File: config.mk
export PLATFORM = sky130hd
export DESIGN_NAME = disp_boot_seq
export DESIGN_NICKNAME = d
export VERILOG_FILES = /design/src/rtl/boot_seq_pkg.sv /design/src/rtl/boot_tick_gen.sv /design/src/rtl/boot_ms_wait.sv /design/src/rtl/disp_boot_seq.sv
export SDC_FILE = /design/constraint.sdc
export NUM_CORES = 1
export LEC_CHECK = 0
export BUFFER_PORTS_ARGS = -buffer_cell sky130_fd_sc_hd__buf_2
export CAP_MARGIN = 20
export CORE_ASPECT_RATIO = 1.25
export CORE_MARGIN = 4
export CORE_UTILIZATION = 48
export DETAILED_ROUTE_END_ITERATION = 6
export PLACE_DENSITY = 0.73
export SETUP_SLACK_MARGIN = 0.15
export SYNTH_ARGS = -nofsm -noshare
export SYNTH_HDL_FRONTEND = slang
export SYNTH_HIERARCHICAL = 1
export SYNTH_SLANG_ARGS = --single-unit
File: constraint.sdc
create_clock -name clk -period 3.4 [get_ports clk]
set_clock_uncertainty 0.1 [all_clocks]
set_input_delay 0 -clock clk [delete_from_list [all_inputs] [get_ports clk]]
set_output_delay 0 -clock clk [all_outputs]
set_load 0.03 [all_outputs]
File: src/rtl/boot_seq_pkg.sv
package boot_seq_pkg;

    localparam int ADDR_W = 24;
    localparam int DATA_W = 32;
    localparam int MS_W   = 5;
    localparam int STEP_W = 5;
    localparam int NUM_TIMING = 10;

    localparam logic [ADDR_W-1:0] REG_BASE = 24'h302000;
    localparam logic [ADDR_W-1:0] DL_BASE  = 24'h300000;
    localparam logic [ADDR_W-1:0] ID_ADDR  = 24'h302040;
    localparam logic [7:0]        ID_VALUE = 8'h7C;

    localparam logic [7:0] HC_WAKE    = 8'h00;
    localparam logic [7:0] HC_EXT_OSC = 8'h44;
    localparam logic [7:0] HC_PLL_48  = 8'h62;
    localparam logic [7:0] HC_CORE_RS = 8'h68;

    typedef enum logic [1:0] {
        REQ_HOST  = 2'd0,
        REQ_READ  = 2'd1,
        REQ_WRITE = 2'd2
    } req_kind_e;

    typedef enum logic [1:0] {
        SZ_B1 = 2'd0,
        SZ_B2 = 2'd1,
        SZ_B4 = 2'd2
    } req_size_e;

    typedef enum logic [2:0] {
        OP_PDN_LOW,
        OP_PDN_HIGH,
        OP_HOST,
        OP_POLL,
        OP_FAST,
        OP_WRITE,
        OP_END
    } step_op_e;

    typedef struct packed {
        step_op_e          op;
        req_size_e         size;
        logic [ADDR_W-1:0] addr;
        logic [DATA_W-1:0] data;
        logic [MS_W-1:0]   ms;
    } step_t;

    function automatic logic [15:0] timing_val(input int k);
        case (k)
            0:       return 16'd548;
            1:       return 16'd43;
            2:       return 16'd480;
            3:       return 16'd0;
            4:       return 16'd41;
            5:       return 16'd292;
            6:       return 16'd12;
            7:       return 16'd272;
            8:       return 16'd0;
            default: return 16'd10;
        endcase
    endfunction

    function automatic logic [ADDR_W-1:0] reg_addr(input int k);
        return REG_BASE + ADDR_W'(4 * k);
    endfunction

    function automatic step_t mk(input step_op_e op, input req_size_e sz,
                                 input logic [ADDR_W-1:0] a,
                                 input logic [DATA_W-1:0] d, input int ms);
        step_t s;
        s.op   = op;
        s.size = sz;
        s.addr = a;
        s.data = d;
        s.ms   = MS_W'(ms);
        return s;
    endfunction

    function automatic req_kind_e kind_of(input step_op_e op);
        case (op)
            OP_POLL:  return REQ_READ;
            OP_WRITE: return REQ_WRITE;
            default:  return REQ_HOST;
        endcase
    endfunction

    // Boot script: one entry per step, index advances in order.
    function automatic step_t boot_step(input logic [STEP_W-1:0] idx);
        int i;
        i = int'(idx);
        case (i)
            0:  return mk(OP_PDN_LOW,  SZ_B1, '0, '0, 20);
            1:  return mk(OP_PDN_HIGH, SZ_B1, '0, '0, 20);
            2:  return mk(OP_HOST, SZ_B1, '0, {24'h0, HC_WAKE},    20);
            3:  return mk(OP_HOST, SZ_B1, '0, {24'h0, HC_EXT_OSC}, 10);
            4:  return mk(OP_HOST, SZ_B1, '0, {24'h0, HC_PLL_48},  10);
            5:  return mk(OP_HOST, SZ_B1, '0, {24'h0, HC_CORE_RS}, 0);
            6:  return mk(OP_POLL, SZ_B1, ID_ADDR, {24'h0, ID_VALUE}, 0);
            7:  return mk(OP_FAST, SZ_B1, '0, '0, 0);
            18: return mk(OP_WRITE, SZ_B1, reg_addr(10), 32'd0, 0);
            19: return mk(OP_WRITE, SZ_B1, reg_addr(11), 32'd1, 0);
            20: return mk(OP_WRITE, SZ_B1, reg_addr(12), 32'd1, 0);
            21: return mk(OP_WRITE, SZ_B4, DL_BASE, 32'h2600_0007, 0);
            22: return mk(OP_WRITE, SZ_B4, DL_BASE + 24'd4, 32'h0, 0);
            23: return mk(OP_WRITE, SZ_B1, reg_addr(14), 32'd1, 0);
            24: return mk(OP_WRITE, SZ_B1, reg_addr(13), 32'd5, 0);
            default: begin
                if (i >= 8 && i < 8 + NUM_TIMING)
                    return mk(OP_WRITE, SZ_B2, reg_addr(i - 8),
                              {16'h0, timing_val(i - 8)}, 0);
                return mk(OP_END, SZ_B1, '0, '0, 0);
            end
        endcase
    endfunction

endpackage

File: src/rtl/boot_tick_gen.sv
module boot_tick_gen #(
    parameter int CLKS_PER_MS = 100000
) (
    input  logic clk,
    input  logic rst,
    input  logic restart,
    output logic tick
);
    localparam int CW = (CLKS_PER_MS > 1) ? $clog2(CLKS_PER_MS) : 1;
    localparam logic [CW-1:0] LAST = CW'(CLKS_PER_MS - 1);

    logic [CW-1:0] cnt;

    assign tick = (cnt == LAST);

    always_ff @(posedge clk) begin
        if (rst || restart)
            cnt <= '0;
        else if (tick)
            cnt <= '0;
        else
            cnt <= cnt + 1'b1;
    end


    cnt_range_chk: assert property (@(posedge clk) disable iff (rst)
        cnt <= LAST);

endmodule

File: src/rtl/boot_ms_wait.sv
module boot_ms_wait #(
    parameter int MS_W = 5
) (
    input  logic            clk,
    input  logic            rst,
    input  logic            start,
    input  logic [MS_W-1:0] len,
    input  logic            tick,
    output logic            expired
);
    logic [MS_W-1:0] ms_cnt;
    logic [MS_W-1:0] target;

    assign expired = (ms_cnt == target);

    always_ff @(posedge clk) begin
        if (rst) begin
            ms_cnt <= '0;
            target <= '0;
        end else if (start) begin
            ms_cnt <= '0;
            target <= len;
        end else if (tick && !expired) begin
            ms_cnt <= ms_cnt + 1'b1;
        end
    end


    ms_range_chk: assert property (@(posedge clk) disable iff (rst)
        ms_cnt <= target);

endmodule

File: src/rtl/disp_boot_seq.sv
module disp_boot_seq
    import boot_seq_pkg::*;
#(
    parameter int CLKS_PER_MS = 100000,
    parameter int MAX_POLLS   = 1000
) (
    input  logic        clk,
    input  logic        rst,
    input  logic        req_ack,
    input  logic [7:0]  req_rdata,
    output logic        pwr_dn_n,
    output logic        spi_fast,
    output logic        req_valid,
    output logic [1:0]  req_kind,
    output logic [1:0]  req_size,
    output logic [23:0] req_addr,
    output logic [31:0] req_wdata,
    output logic        busy,
    output logic        done,
    output logic        err
);
    localparam int PW = $clog2(MAX_POLLS + 1);
    localparam logic [PW-1:0] POLL_LAST = PW'(MAX_POLLS - 1);

    typedef enum logic [2:0] {S_FETCH, S_REQ, S_WAIT, S_DONE, S_ERR} st_e;

    st_e               state;
    logic [STEP_W-1:0] idx;
    step_t             cur;
    logic [PW-1:0]     poll_cnt;
    logic              tick;
    logic              expired;
    logic              tmr_start;
    logic              is_pd;

    assign cur = boot_step(idx);

    always_comb begin
        is_pd     = (cur.op == OP_PDN_LOW) || (cur.op == OP_PDN_HIGH);
        tmr_start = ((state == S_FETCH) && is_pd) ||
                    ((state == S_REQ) && req_ack && (cur.op == OP_HOST) &&
                     (cur.ms != '0));
    end

    boot_tick_gen #(.CLKS_PER_MS(CLKS_PER_MS)) u_tick (
        .clk     (clk),
        .rst     (rst),
        .restart (tmr_start),
        .tick    (tick)
    );

    boot_ms_wait #(.MS_W(MS_W)) u_wait (
        .clk     (clk),
        .rst     (rst),
        .start   (tmr_start),
        .len     (cur.ms),
        .tick    (tick),
        .expired (expired)
    );

    always_ff @(posedge clk) begin
        if (rst) begin
            state     <= S_FETCH;
            idx       <= '0;
            poll_cnt  <= '0;
            pwr_dn_n  <= 1'b1;
            spi_fast  <= 1'b0;
            req_valid <= 1'b0;
            req_kind  <= REQ_HOST;
            req_size  <= SZ_B1;
            req_addr  <= '0;
            req_wdata <= '0;
        end else begin
            case (state)
                S_FETCH: begin
                    case (cur.op)
                        OP_PDN_LOW: begin
                            pwr_dn_n <= 1'b0;
                            state    <= S_WAIT;
                        end
                        OP_PDN_HIGH: begin
                            pwr_dn_n <= 1'b1;
                            state    <= S_WAIT;
                        end
                        OP_FAST: begin
                            spi_fast <= 1'b1;
                            idx      <= idx + 1'b1;
                        end
                        OP_END: state <= S_DONE;
                        default: begin
                            req_valid <= 1'b1;
                            req_kind  <= kind_of(cur.op);
                            req_size  <= cur.size;
                            req_addr  <= cur.addr;
                            req_wdata <= cur.data;
                            state     <= S_REQ;
                        end
                    endcase
                end
                S_REQ: begin
                    if (req_ack) begin
                        req_valid <= 1'b0;
                        if (cur.op == OP_POLL) begin
                            if (req_rdata == cur.data[7:0]) begin
                                poll_cnt <= '0;
                                idx      <= idx + 1'b1;
                                state    <= S_FETCH;
                            end else if (poll_cnt == POLL_LAST) begin
                                state <= S_ERR;
                            end else begin
                                poll_cnt <= poll_cnt + 1'b1;
                                state    <= S_FETCH;
                            end
                        end else if (cur.ms != '0) begin
                            state <= S_WAIT;
                        end else begin
                            idx   <= idx + 1'b1;
                            state <= S_FETCH;
                        end
                    end
                end
                S_WAIT: begin
                    if (expired) begin
                        idx   <= idx + 1'b1;
                        state <= S_FETCH;
                    end
                end
                default: ;
            endcase
        end
    end

    assign done = (state == S_DONE);
    assign err  = (state == S_ERR);
    assign busy = !done && !err;


    req_hold_chk: assert property (@(posedge clk) disable iff (rst)
        (req_valid && !req_ack) |=> (req_valid && $stable(req_addr) &&
            $stable(req_wdata) && $stable(req_kind) && $stable(req_size)));


    req_drop_chk: assert property (@(posedge clk) disable iff (rst)
        (req_valid && req_ack) |=> !req_valid);


    write_fast_chk: assert property (@(posedge clk) disable iff (rst)
        (req_valid && req_kind == REQ_WRITE) |-> spi_fast);


    read_slow_chk: assert property (@(posedge clk) disable iff (rst)
        (req_valid && req_kind == REQ_READ) |-> !spi_fast);


    pd_req_chk: assert property (@(posedge clk) disable iff (rst)
        req_valid |-> pwr_dn_n);


    done_hold_chk: assert property (@(posedge clk) disable iff (rst)
        done |=> (done && !req_valid));


    err_hold_chk: assert property (@(posedge clk) disable iff (rst)
        err |=> (err && !req_valid && !spi_fast));


    poll_bound_chk: assert property (@(posedge clk) disable iff (rst)
        poll_cnt <= POLL_LAST);

endmodule

* After elaboration in Yosys (flattened, before gate mapping)
Memory sizes are Yosys's and may differ from the RTL's. Cells that the tools add are included. Widths: inputs -> output; s select.
Operators by class: $add $sub $neg 6, $lt $le $gt $ge 2, equality and inequality tests 36, mux-type cells 28, bitwise logic cells 1, reduce and logical (&&, ||, !) cells 33
Operators with widths (number):
- $pmux 66 s15 | 1
- $mux 66 | 2
- $eq 5x5->1 const B | 7
- $mux 5 | 6
- $logic_not 28->1 | 1
- $add 22x24->24 const A | 1
- $eq 5x3->1 const B | 4
- $mux 10 | 2
- $pmux 3 s3 | 2
- $add 17x1->17 const B | 1
- $eq 17x17->1 const B | 1
- $mux 16 | 1
- $mux 3 | 5
- $pmux 5 s3 | 1
- $reduce_or 15->1 | 1
- $eq 3x2->1 const B | 4
- $eq 3x3->1 const B | 4
- $add 10x1->10 const B | 1
- $add 5x1->5 const B | 2
- $eq 10x10->1 const B | 1
- $eq 5x2->1 const B | 2
- $eq 8x8->1 | 1
- $ne 2x2->1 const B | 4
- $reduce_and 4->1 | 2
- other kinds (26) | 49
Word-level totals: register bits 108, bits in read-only memories 160, bits of input ports 11, output and inout bits 66, logic and storage cells 120, memories 1
Memory list:
- (name not given) | depth 16, bits a word 10, rd ports 1, clocked after Yosys merged registers in 0, wr ports 0, line boot_seq_pkg.sv:50 | case (k)

* Logic depth before layout (Yosys ltp)
Gate-level depths: netlist (run 1).
depth after elaboration 12, mapped depth 15, gate-level depth less buffers 11

* Cells and area by module
The synthesis (run 1) kept the hierarchy.
Modules (own cells, without submodules):
- disp_boot_seq | instances 1, cells each 417, area each 3224.3 um^2, seq. area each 880.8 um^2
- boot_tick_gen | instances 1, cells each 89, area each 800.8 um^2, seq. area each 340.3 um^2
- boot_ms_wait | instances 1, cells each 55, area each 505.5 um^2, seq. area each 200.2 um^2

* Worst setup path before layout (run 1)
OpenSTA, ideal clock, no wires.
path type reg-to-reg, start point register idx[4], end point register u_wait.ms_cnt[2], library setup time 0.130 ns, arrival time 3.222 ns, slack -0.052 ns, cell stages (with the launch flop) 15, path buffers 3, period minus slack after synthesis 3.452 ns, cell sequence dfxtp_1 -> buf_2 -> buf_2 -> inv_1 -> ha_1 -> nor2b_1 -> o21ai_0 -> a211oi_1 -> or3_1 -> or4_1 -> a21oi_1 -> buf_2 -> nor2_1 -> o211ai_1 -> o211ai_1
Between the ends: word-level cells in the longest chain between the ends 11, elaborated cells between the ends (all ways) 32, those cells by class order compare (2); eq/ne (16); mux (4); reduce/logical (10)
RTL lines:
- start: declaration | line disp_boot_seq.sv:28 | logic [STEP_W-1:0] idx;
- start signal: assignment | line disp_boot_seq.sv:87 | idx <= idx + 1'b1;
- start signal: assignment | line disp_boot_seq.sv:106 | idx <= idx + 1'b1;
- start signal: assignment | line disp_boot_seq.sv:117 | idx <= idx + 1'b1;
- $ge 5x4->1 / $lt 5x5->1 (equally long branches) | line boot_seq_pkg.sv:109 | if (i >= 8 && i < 8 + NUM_TIMING)
- $logic_and 1x1->1 | line boot_seq_pkg.sv:109
- $mux 1 | line boot_seq_pkg.sv:109
- $mux 1 | line boot_seq_pkg.sv:92 | case (i)
- $mux 66 | line boot_seq_pkg.sv:112 | return mk(OP_END, SZ_B1, '0, '0, 0);
- $pmux 66 s15 (*) | line boot_seq_pkg.sv:92
- $eq 3x1->1 (tied with other cells) | line disp_boot_seq.sv:39 | is_pd = (cur.op == OP_PDN_LOW) || (cur.op == OP_PDN_HIGH);
- $logic_or 1x1->1 / $logic_and 1x1->1 (equally long branches) | line disp_boot_seq.sv:39, disp_boot_seq.sv:41
- $logic_and 1x1->1 (on tied branches) | line disp_boot_seq.sv:40, disp_boot_seq.sv:41
- $logic_or 1x1->1 (*) | line disp_boot_seq.sv:40 | tmr_start = ((state == S_FETCH) && is_pd) ||
- via tmr_start | line disp_boot_seq.sv:33 | logic tmr_start;
- $reduce_or 2->1 (no line) (*)
- end signal: assignment | line boot_ms_wait.sv:24 | ms_cnt <= ms_cnt + 1'b1;
- end: declaration | line boot_ms_wait.sv:11 | logic [MS_W-1:0] ms_cnt;
Mark *: on every way through the listed nets, which the timed path passes. The rest lies on a longest branch. The select of a mux whose other input is x is not followed. A chain may end at the register's enable or synchronous reset.

* Final worst setup path (run 1)
start point register idx[0], end point register poll_cnt[3]
Between the ends: word-level cells in the longest chain between the ends 9, elaborated cells between the ends (all ways) 32, those cells by class add/sub (1); order compare (2); eq/ne (17); mux (7); reduce/logical (4); memory (1)
RTL lines:
- $sub 5x4->6 (tied with other cells) | line boot_seq_pkg.sv:111 | {16'h0, timing_val(i - 8)}, 0);
- $mem_v2 16x10 (tied with other cells)
- $mux 16 / $mux 1 (equally long branches) | line boot_seq_pkg.sv:50, boot_seq_pkg.sv:109
- $mux 66 / $mux 1 (equally long branches) | line boot_seq_pkg.sv:109, boot_seq_pkg.sv:92
- $mux 66 | line boot_seq_pkg.sv:112
- $pmux 66 s15 (*) | line boot_seq_pkg.sv:92
- $eq 8x8->1 | line disp_boot_seq.sv:104 | if (req_rdata == cur.data[7:0]) begin
- $ne 2x2->1 (no line)
- $reduce_and 4->1 (no line)
- end signal: assignment | line disp_boot_seq.sv:111 | poll_cnt <= poll_cnt + 1'b1;
- end: declaration | line disp_boot_seq.sv:30 | logic [PW-1:0] poll_cnt;
Every way passes the cells marked *; elsewhere a longest branch is shown, timed or not. The select of a mux whose other input is x is not followed.

==> results_dict.tcl, run 1 <==
set metrics [dict create \
    drv_slew 0 \
    cap_violations 0 \
    final_layout_size_suffix_gt1_share_pct 26.27 \
    p_int_w 0.002443 \
    rrSetupSlack_ps 0.4 \
    synthTopCellsByCount "dfxtp_1, nor2_1, nand2_1, buf_4, a21oi_1" \
    min_path_type "input port to flop" \
    rsz0062_at_grt "true" \
    diodes 0 \
    p_total_w 0.004198 \
    r2r_start "idx[0]" \
    ys_seq_area_share_pct 31.37 \
    clk_pin_slew_ps 60 \
    critPathSlowestCell "or4_4" \
    h-tree-depth 3 \
    ys_ff_latch 71 \
    clock_path_buffers 2 \
    worstMarginPinSlew_ps 974.4 \
    worstReg2RegEnd "poll_cnt[3]" \
    slew-limit-headroom_pct 35.04 \
    end_kind "flop" \
    grt.total_usage_pct 23.17 \
    synth_top_area_share_pct 31.37 \
    clk_latency_ps 330 \
    hold_violations 0 \
    vias 4492 \
    postRouteAntennaNets 0 \
    cp_cell_sequence "inv_6 -> ha_4 -> or3_4 -> a22o_4 -> a21o_1 -> or4_4 -> a32o_2 -> nor4b_4 -> buf_4 -> and2_4 -> clkbuf_16 -> o21ai_1 -> a32o_1" \
    critPathLaunchType "flop" \
    period_share_pct 99.99 \
    fmax_mhz 294.1 \
    io_pins 77 \
    fp.dieW_um 94.90 \
    dp.cells 745 \
    ys_warn_count 6 \
    place_hpwl_um 8980 \
    critPathMaxStageDelay_ps 410 \
    hold_start "rst" \
    place_congestion 1.042 \
    combPwrFrac_pct 53.1 \
    syn_to_final_growth_pct 25.02 \
    p_per_area_nw_per_um2 741.2 \
    drt-pass1-iter-count 4 \
    final_cells 774 \
    via_per_inst 5.804 \
    cts_tree "built" \
    cts-buffers-inserted 9 \
    crit_arrival_ps 3520 \
    synth_cell_types 72 \
    antenna_found_initial 0 \
    power.switching_w 0.001755 \
    overflow 0 \
    synth_ff_type "dfxtp_1" \
    drc 0 \
    synth.top_cells.by_area "dfxtp_1, buf_4, nor2_1" \
    outcome "completed" \
    crit_required_ps 3520 \
    synth_edf_count 0 \
    nets 670 \
    drt-total-wl_um 12770 \
    core_sq_um 9174 \
    p_sw_share_pct 41.80 \
    dieArea_sq_um 11070 \
    grt_pass1_vias 4195 \
    crit_type "flop to flop" \
    port_buffers 47 \
    hold_end "u_wait/target[0]" \
    peakVddDrop_mv 0.5344 \
    clkPwrFrac_pct 22.0 \
    crit_fanout 4 \
    min_period_ps 3400 \
    wl_per_cell_um 16.50 \
    fp-row-count 39 \
    synth_top_area_cell "dfxtp_1" \
    numClockSinks 71 \
    grt_max_degree 53 \
    r2r_cells 13 \
    syn_avg_cell_area_sq_um 8.076 \
    min_delay_path_depth 2 \
    synth.most_common_cell "dfxtp_1" \
    synth-async-reset-ratio_pct 0 \
    synth_area_sq_um 4531 \
    dieHeight_um 116.6 \
    setup_viol 0 \
    seq_power_share_pct 24.9 \
    grt_pass1_wl_um 20290 \
    cts-root-buf "clkbuf_16" \
    syn-instance-count 561 \
    drt_iter0_drc 191 \
    initial_utilization_pct 49.39 \
    total_leakage_power_nw 2.289 \
]
-- worst max-delay path by stage --
| stage | startpoint | endpoint | slack (ps) |
|---|---|---|---|
| 2_1_floorplan | idx[3] | poll_cnt[4] | 160 |
| 3_3_place_gp | idx[1] | poll_cnt[8] | 50 |
| 3_5_place_dp | idx[1] | poll_cnt[9] | -20 |
| 4_1_cts | idx[1] | poll_cnt[9] | 60 |
| 5_1_grt | idx[0] | poll_cnt[3] | -90 |
| 6_report | idx[0] | poll_cnt[3] | 0.4 |
-- area by class of cell --
cell class	instances	area, sq um
inverter	15	63.81
sequential	71	1430
fill	818	3510
clock inverter	5	56.30
multi-input combinational	439	2954
tap	123	153.9
clock buffer	11	232.7
timing repair buffer	110	773.2
-- routing by layer --
layer,vias to the layer above,part of all wire (%),GRT usage [%]
met5,-,0,0
met2,151,52,41.58
met1,2154,39,25.20
met4,0,4.2,13.96
li1,2143,-,-
met3,44,4.9,4.059
-- state kept, by name (all words and copies together) (netlist names) --
name	count
idx	5
poll_cnt	10
pwr_dn_n	1
req_addr	8
req_kind	2
req_size	2
req_valid	1
req_wdata	11
spi_fast	1
state	3
u_tick/cnt	17
u_wait/ms_cnt	5
u_wait/target	5
-- critical path, delay by kind of cell, from the launching register on --
kind,cells,cell delay [ps]
AND/OR/NAND/NOR,4,1250
AO/OA/AOI/OAI,5,1000
flip-flops,1,390
buffers and inverters,3,380
adder cells (fa/ha/maj),1,150
-- through the flow --
step | worst slack (ps) | area, sq um | util, % | setup TNS [ps] | hold slack [ps]
after CTS | 58.48 | 5482 | 59.75 | 0 | 190.8
after floorplan | 162.3 | 4700 | - | 0 | 114.0
final | 0.3528 | 5664 | 61.74 | 0 | 199.4
after global routing | -86.19 | 5664 | 61.74 | -677.3 | 248.6
after detailed placement | -16.52 | 5086 | 55.44 | -50.60 | 335.2
after global placement | 52.47 | 5086 | 55.44 | 0 | 327.0
-- cells in the final DEF (no fill, tap or decap), drive strengths merged, types with 8 or more instances in the layout --
| cell | Yosys | routed |
|---|---|---|
| conb | 1 | 30 |
| nand3 | 15 | 15 |
| mux2i | 15 | 15 |
| o21ai | 24 | 24 |
| clkbuf | 18 | 12 |
| ha | 13 | 13 |
| nor3 | 18 | 18 |
| xnor2 | 13 | 13 |
| nand4 | 12 | 12 |
| nor4 | 12 | 12 |
| a21oi | 35 | 35 |
| dfxtp | 71 | 71 |
| nor2 | 64 | 64 |
| buf | 49 | 108 |
| xor2 | 9 | 9 |
| a32o | 10 | 10 |
| inv | 15 | 17 |
| a211oi | 11 | 11 |
| nand2b | 8 | 8 |
| and3 | 9 | 9 |
| nand2 | 41 | 41 |
| or3 | 12 | 12 |
-- power groups by stage --
stage | Sequential, W | Clock (W) | Combinational, W
after floorplan | 0.00113 | 0 | 0.00129
after global placement | 0.00105 | 0 | 0.00195
after detailed placement | 0.00106 | 0 | 0.00198
after CTS | 0.00104 | 0.000952 | 0.00208
after global routing | 0.00106 | 0.000981 | 0.00241
final | 0.00104 | 0.000924 | 0.00223
-- logic make-up (layout without fill, tap and decap cells) --
kind of cell	after synthesis	in the layout	share of synthesized area [%]
simple gates	224	224	26.26
flops	71	71	31.37
xor+xnor	22	22	4.253
compound gates	130	132	19.88
other cells	1	30	0.08277
mux	18	18	4.142
buf+inv	82	141	10.41
fa+ha+maj	13	13	3.590
-- repair_timing --
item / 4_1_cts / 5_1_grt
gates cloned: 2 / 1
pin swaps: 4 / 17
setup endpoints to repair: 40 / 44
buffers inserted: 3 / 6
endpoints found under the hold margin: 1 / 0
resized for setup: 8 / 22
hold buffers: 1 / 0
Power figures use the tool's default switching activity.
==> run 2, diff against run 1 <==
--- a/config.mk
+++ b/config.mk
@@ -9,9 +9,11 @@
 export CAP_MARGIN = 20
 export CORE_ASPECT_RATIO = 1.25
 export CORE_MARGIN = 4
-export CORE_UTILIZATION = 48
+export CORE_UTILIZATION = 51
+export CTS_CLUSTER_SIZE = 25
 export DETAILED_ROUTE_END_ITERATION = 6
-export PLACE_DENSITY = 0.73
+export PLACE_DENSITY = 0.76
+export RECOVER_POWER = 25
 export SETUP_SLACK_MARGIN = 0.15
 export SYNTH_ARGS = -nofsm -noshare
 export SYNTH_HDL_FRONTEND = slang
==> run 2 against run 1 <==
- sequential share of layout area grew 0.75 points
- routed wire length shrank 4.0%
- clock power shrank 22%
- critical endpoint is now poll_cnt[7]
- flip-flop and latch count is the same
- hold slack gained 160 ps
- die area shrank 5.4%
- register-to-register slack gained 40 ps
- global-route usage shrank 0.13 points
- final cell count shrank 1.3%
- critical path depth is the same
- largest power group unchanged
- power shrank 5.8%
==> results_dict.tcl, run 2 (synthesized netlist as in run 1, its figures left out) <==
set metrics [dict create \
    drt-pass1-iter-count 4 \
    place_congestion 0.9668 \
    clock_path_buffers 2 \
    final_area_sq_um 5505 \
    vias 4419 \
    port_buffers 47 \
    setup_tns_ps 0 \
    h-tree-depth 3 \
    wl_per_cell_um 16.05 \
    drc 0 \
    regMostFlops "u_tick/cnt" \
    dieArea_sq_um 10460 \
    worstMarginPinSlew_ps 617.1 \
    cap_violations 0 \
    layout_common_cells "dfxtp_1, nor2_1, buf_4, nand2_1, conb_1" \
    crit_fanout 5 \
    crit_type "flop to flop" \
    grt_max_degree 35 \
    rsz0062_at_grt "true" \
    drt_iter0_drc 177 \
    antenna_found_initial 0 \
    drv_slew 0 \
    dieHeight_um 113.4 \
    clk_latency_ps 360 \
    p_total_w 0.003956 \
    min_path_type "flop to flop" \
    outcome "completed" \
    initial_utilization_pct 52.36 \
    layout_commonest_cell "dfxtp_1" \
    fp.dieW_um 92.30 \
    period_share_pct 98.77 \
    cts-buffers-inserted 9 \
    total_leakage_power_nw 2.131 \
    fp-row-count 38 \
    grt_pass1_vias 4151 \
    preCtsSetupSlack_ps 9.847 \
    overflow 0 \
    io_pins 77 \
    grt.total_usage_pct 23.04 \
    nets 663 \
    drt-total-wl_um 12270 \
    fmax_mhz 297.8 \
    reg_top3 "u_tick/cnt: 17 flops, req_wdata: 11 flops, poll_cnt: 10 flops" \
    crit_required_ps 3540 \
    setup_viol 0 \
    slew-limit-headroom_pct 58.54 \
    largest_reg_flops 17 \
    crit_arrival_ps 3500 \
    cts_tree "built" \
    fin_hold_ws_ps 355.5 \
    final_layout_size_suffix_gt1_share_pct 22.67 \
    diodes 0 \
    hold_violations 0 \
    grt_pass1_wl_um 19480 \
    end_kind "flop" \
    peakVddDrop_mv 0.4542 \
    clk_pin_slew_ps 80 \
    numClockSinks 71 \
    place_hpwl_um 8746 \
    post_dp_cell_area_sq_um 5010 \
    cts-root-buf "clkbuf_8" \
    setup_slack_ps 41.72 \
    p_per_area_nw_per_um2 718.7 \
    via_per_inst 5.784 \
    postRouteAntennaNets 0 \
    syn_to_final_growth_pct 21.51 \
    fillerInstances 796 \
    core_sq_um 8653 \
    min_period_ps 3358 \
    critPathLaunchType "flop" \
]
-- run 2: layout make-up --
type / count / area [sq um] / area share (%)
clock buffer: 12 / 165.2 / 3.000
clock inverter: 4 / 51.30 / 0.9318
inverter: 15 / 63.81 / 1.159
multi-input combinational: 439 / 2969 / 53.93
sequential: 71 / 1431 / 26.00
tap: 120 / 150.1 / 2.727
timing repair buffer: 103 / 674.4 / 12.25
-- run 2: worst paths after layout --
check	cells after the start	endpoint	start	slack, ps
max reg2reg	13	poll_cnt[7]	idx[1]	40
min	2	req_wdata[9]	req_wdata[9]	360
min reg2reg	2	req_wdata[9]	req_wdata[9]	360
max	13	poll_cnt[7]	idx[1]	40
-- run 2: routing by layer --
metal / track usage, % / up-vias / part of all wire, %
li1: - / 2128 / -
met1: 25.59 / 2107 / 38
met2: 41.09 / 143 / 53
met3: 4.090 / 41 / 4.6
met4: 13.08 / 0 / 4.3
met5: 0 / - / 0
-- run 2: repair_timing --
item,CTS,global route
endpoints found under the setup margin,30,45
gates cloned,1,3
buffers inserted,2,6
pin swaps,2,10
hold buffers,2,0
endpoints found under the hold margin,11,0
resized for setup,10,31
-- run 2: critical path, stage by stage, from the launching register on --
cell and delay, ps:
dfxtp_4 390, inv_6 50, ha_4 150, or3_4 380, a22o_1 240, a21o_1 180
or4_1 470, a32o_2 250, nor4b_4 240, buf_4 180, and2_4 160, buf_6 110
o21ai_1 70, a32o_1 260
-- run 2: power by group --
| part | switching, W | internal, W |
|---|---|---|
| Combinational | 0.00128 | 0.000912 |
| Sequential | 0.0000957 | 0.000945 |
| Clock | 0.000323 | 0.000400 |
| Total | 0.00170 | 0.00226 |
-- run 2: metrics by stage --
step	cells	util, %
2_1_floorplan	590	-
3_3_place_gp	734	57.89
3_5_place_dp	734	57.89
4_1_cts	755	61.42
5_1_grt	764	63.62
6_report	764	63.62
==> run 3, diff against run 2 <==
--- a/config.mk
+++ b/config.mk
@@ -12,10 +12,9 @@
 export CORE_UTILIZATION = 51
 export CTS_CLUSTER_SIZE = 25
 export DETAILED_ROUTE_END_ITERATION = 6
-export PLACE_DENSITY = 0.76
+export PLACE_DENSITY = 0.77
 export RECOVER_POWER = 25
 export SETUP_SLACK_MARGIN = 0.15
 export SYNTH_ARGS = -nofsm -noshare
 export SYNTH_HDL_FRONTEND = slang
-export SYNTH_HIERARCHICAL = 1
 export SYNTH_SLANG_ARGS = --single-unit
==> run 3 against run 2 <==
- area after synthesis down 6.4%
- flip-flop and latch count down 3
- global-route usage decreased by 0.61 points
- routed wire length is 12% lower
- die area shrank 5.9%
- largest cell class unchanged
- largest power group unchanged
==> results_dict.tcl, run 3 <==
set metrics [dict create \
    outcome "completed" \
    final_layout_size_suffix_gt1_share_pct 17.98 \
    numClockSinks 68 \
    synth_edf_count 0 \
    hold_violations 0 \
    drt-pass1-iter-count 5 \
    crit_fanout 5 \
    port_buffers 47 \
    ys_ff_latch 68 \
    rrSetupSlack_ps 300 \
    end_kind "flop" \
    core_sq_um 7973 \
    rsz0062_at_grt "false" \
    synth_top_area_cell "dfxtp_1" \
    crit_arrival_ps 3240 \
    drv_slew 0 \
    syn_to_final_growth_pct 13.01 \
    h-tree-depth 3 \
    min_period_ps 3099 \
    r2r_start "idx[1]" \
    synth-async-reset-ratio_pct 0 \
    synth.top_cells.by_area "dfxtp_1, buf_4, nor2_1" \
    drc 0 \
    period_share_pct 91.14 \
    hold_start "rst" \
    fp.dieW_um 89.57 \
    min_path_type "input port to flop" \
    worstReg2RegEnd "idx[0]" \
    drt-total-wl_um 10750 \
    syn-instance-count 540 \
    hold_end "idx[4]" \
    p_per_area_nw_per_um2 629.1 \
    clock_path_buffers 2 \
    layout_commonest_cell "nor2_1" \
    io_pins 77 \
    vias 3928 \
    via_per_inst 5.693 \
    synth_cell_types 65 \
    synth_top_area_share_pct 32.09 \
    layout_common_cells "nor2_1, dfxtp_1, nand2_1, a21oi_1, nand3_1" \
    grt_pass1_wl_um 17220 \
    peakVddDrop_mv 0.3735 \
    crit_type "flop to flop" \
    regMostFlops "u_tick.cnt" \
    min_delay_path_depth 3 \
    r2r_cells 11 \
    grt_max_degree 44 \
    dieArea_sq_um 9849 \
    grt.total_usage_pct 22.43 \
    total_leakage_power_nw 1.812 \
    ys_warn_count 0 \
    crit_required_ps 3540 \
    grt_pass1_vias 3704 \
    preCtsSetupSlack_ps 86.73 \
    clk_pin_slew_ps 80 \
    critPathLaunchType "flop" \
    syn_avg_cell_area_sq_um 7.855 \
    synth_ff_type "dfxtp_1" \
    setup_tns_ps 0 \
    ys_seq_area_share_pct 32.09 \
    cts_tree "built" \
    initial_utilization_pct 53.20 \
    slew-limit-headroom_pct 65.57 \
    fmax_mhz 322.7 \
    synth_area_sq_um 4242 \
    antenna_found_initial 0 \
    setup_viol 0 \
    nets 615 \
    fp-row-count 36 \
    place_hpwl_um 7964 \
    diodes 0 \
    largest_reg_flops 17 \
    reg_top3 "u_tick.cnt: 17 flops, req_wdata: 11 flops, poll_cnt: 10 flops" \
    fillerInstances 745 \
    wl_per_cell_um 15.57 \
    setup_slack_ps 301.3 \
    clk_latency_ps 360 \
    overflow 0 \
    drt_iter0_drc 270 \
    cts-buffers-inserted 9 \
    worstMarginPinSlew_ps 516.5 \
    place_congestion 0.9473 \
    synthTopCellsByCount "dfxtp_1, nor2_1, nand2_1, buf_4, nand3_1" \
    postRouteAntennaNets 0 \
    dieHeight_um 110.0 \
    cts-root-buf "clkbuf_8" \
    cap_violations 0 \
]
-- run 3: metal layers --
layer,vias up,track usage (%),share of wire (%)
met5,-,0,0
li1,1929,-,-
met2,146,37.29,51
met4,0,13.94,4.9
met3,43,3.148,4.7
met1,1810,26.67,39
-- run 3: area by class of cell --
| cell class | instances | area (sq um) | share of cell area, % |
|---|---|---|---|
| repair buffers | 77 | 430.4 | 8.979 |
| clock buffers | 9 | 123.9 | 2.584 |
| clock inverters | 7 | 51.30 | 1.070 |
| inverters | 19 | 73.82 | 1.540 |
| flip-flops and latches | 68 | 1365 | 28.48 |
| well taps | 95 | 118.9 | 2.480 |
| multi-input cells | 415 | 2630 | 54.87 |
-- run 3: worst max path at each step --
| stage | slack, ps | end | start |
|---|---|---|---|
| after global placement | 180 | idx[0] | idx[3] |
| after floorplan | 170 | idx[0] | idx[0] |
| after CTS | 190 | idx[0] | idx[0] |
| after detailed placement | 90 | idx[0] | idx[3] |
| final | 300 | idx[0] | idx[1] |
| after global routing | 150 | idx[1] | idx[1] |
-- run 3: cells by family after synthesis --
logic type	Yosys count	share of synthesized area [%]
fa+ha+maj	14	4.130
simple gates	233	27.43
other cells	1	0.08841
compound gates	102	16.40
flops	68	32.09
buf+inv	85	11.56
mux	13	3.333
xor+xnor	24	4.956
-- run 3: critical path: stages (launching register included) --
cell and delay, ps:
dfxtp_1 360, inv_1 120, ha_2 240, buf_4 160
a21o_1 210, a221oi_4 370, and3_1 300, a22oi_2 130
xor2_2 250, a41oi_2 160, a211oi_2 270, mux2_4 320
-- run 3: where the power goes --
part | leakage, nW | internal, W | switching (W)
Combinational | 1.18 | 0.000477 | 0.000933
Sequential | 0.551 | 0.000917 | 0.0000901
Clock | 0.0856 | 0.000266 | 0.000332
-- run 3: timing repair --
| item | CTS | global route |
|---|---|---|
| pin swaps | 5 | 3 |
| hold buffers | 1 | 0 |
| endpoints found under the hold margin | 1 | 0 |
| buffers inserted | 1 | 3 |
| gates resized for setup | 10 | 11 |
| endpoints found under the setup margin | 10 | 15 |
-- run 3: through the flow --
stage / power, W / std cells / util, % / instance area (sq um) / hold slack (ps)
detailed placement: 0.002407 / 669 / 56.39 / 4496 / 310.9
global placement: 0.002384 / 669 / 56.39 / 4496 / 302.7
global route: 0.003221 / 690 / 60.12 / 4793 / 114.0
finish: 0.003016 / 690 / 60.12 / 4793 / 84.20
CTS: 0.003015 / 687 / 59.28 / 4726 / 81.17
floorplan: 0.002033 / 568 / - / 4375 / 121.8
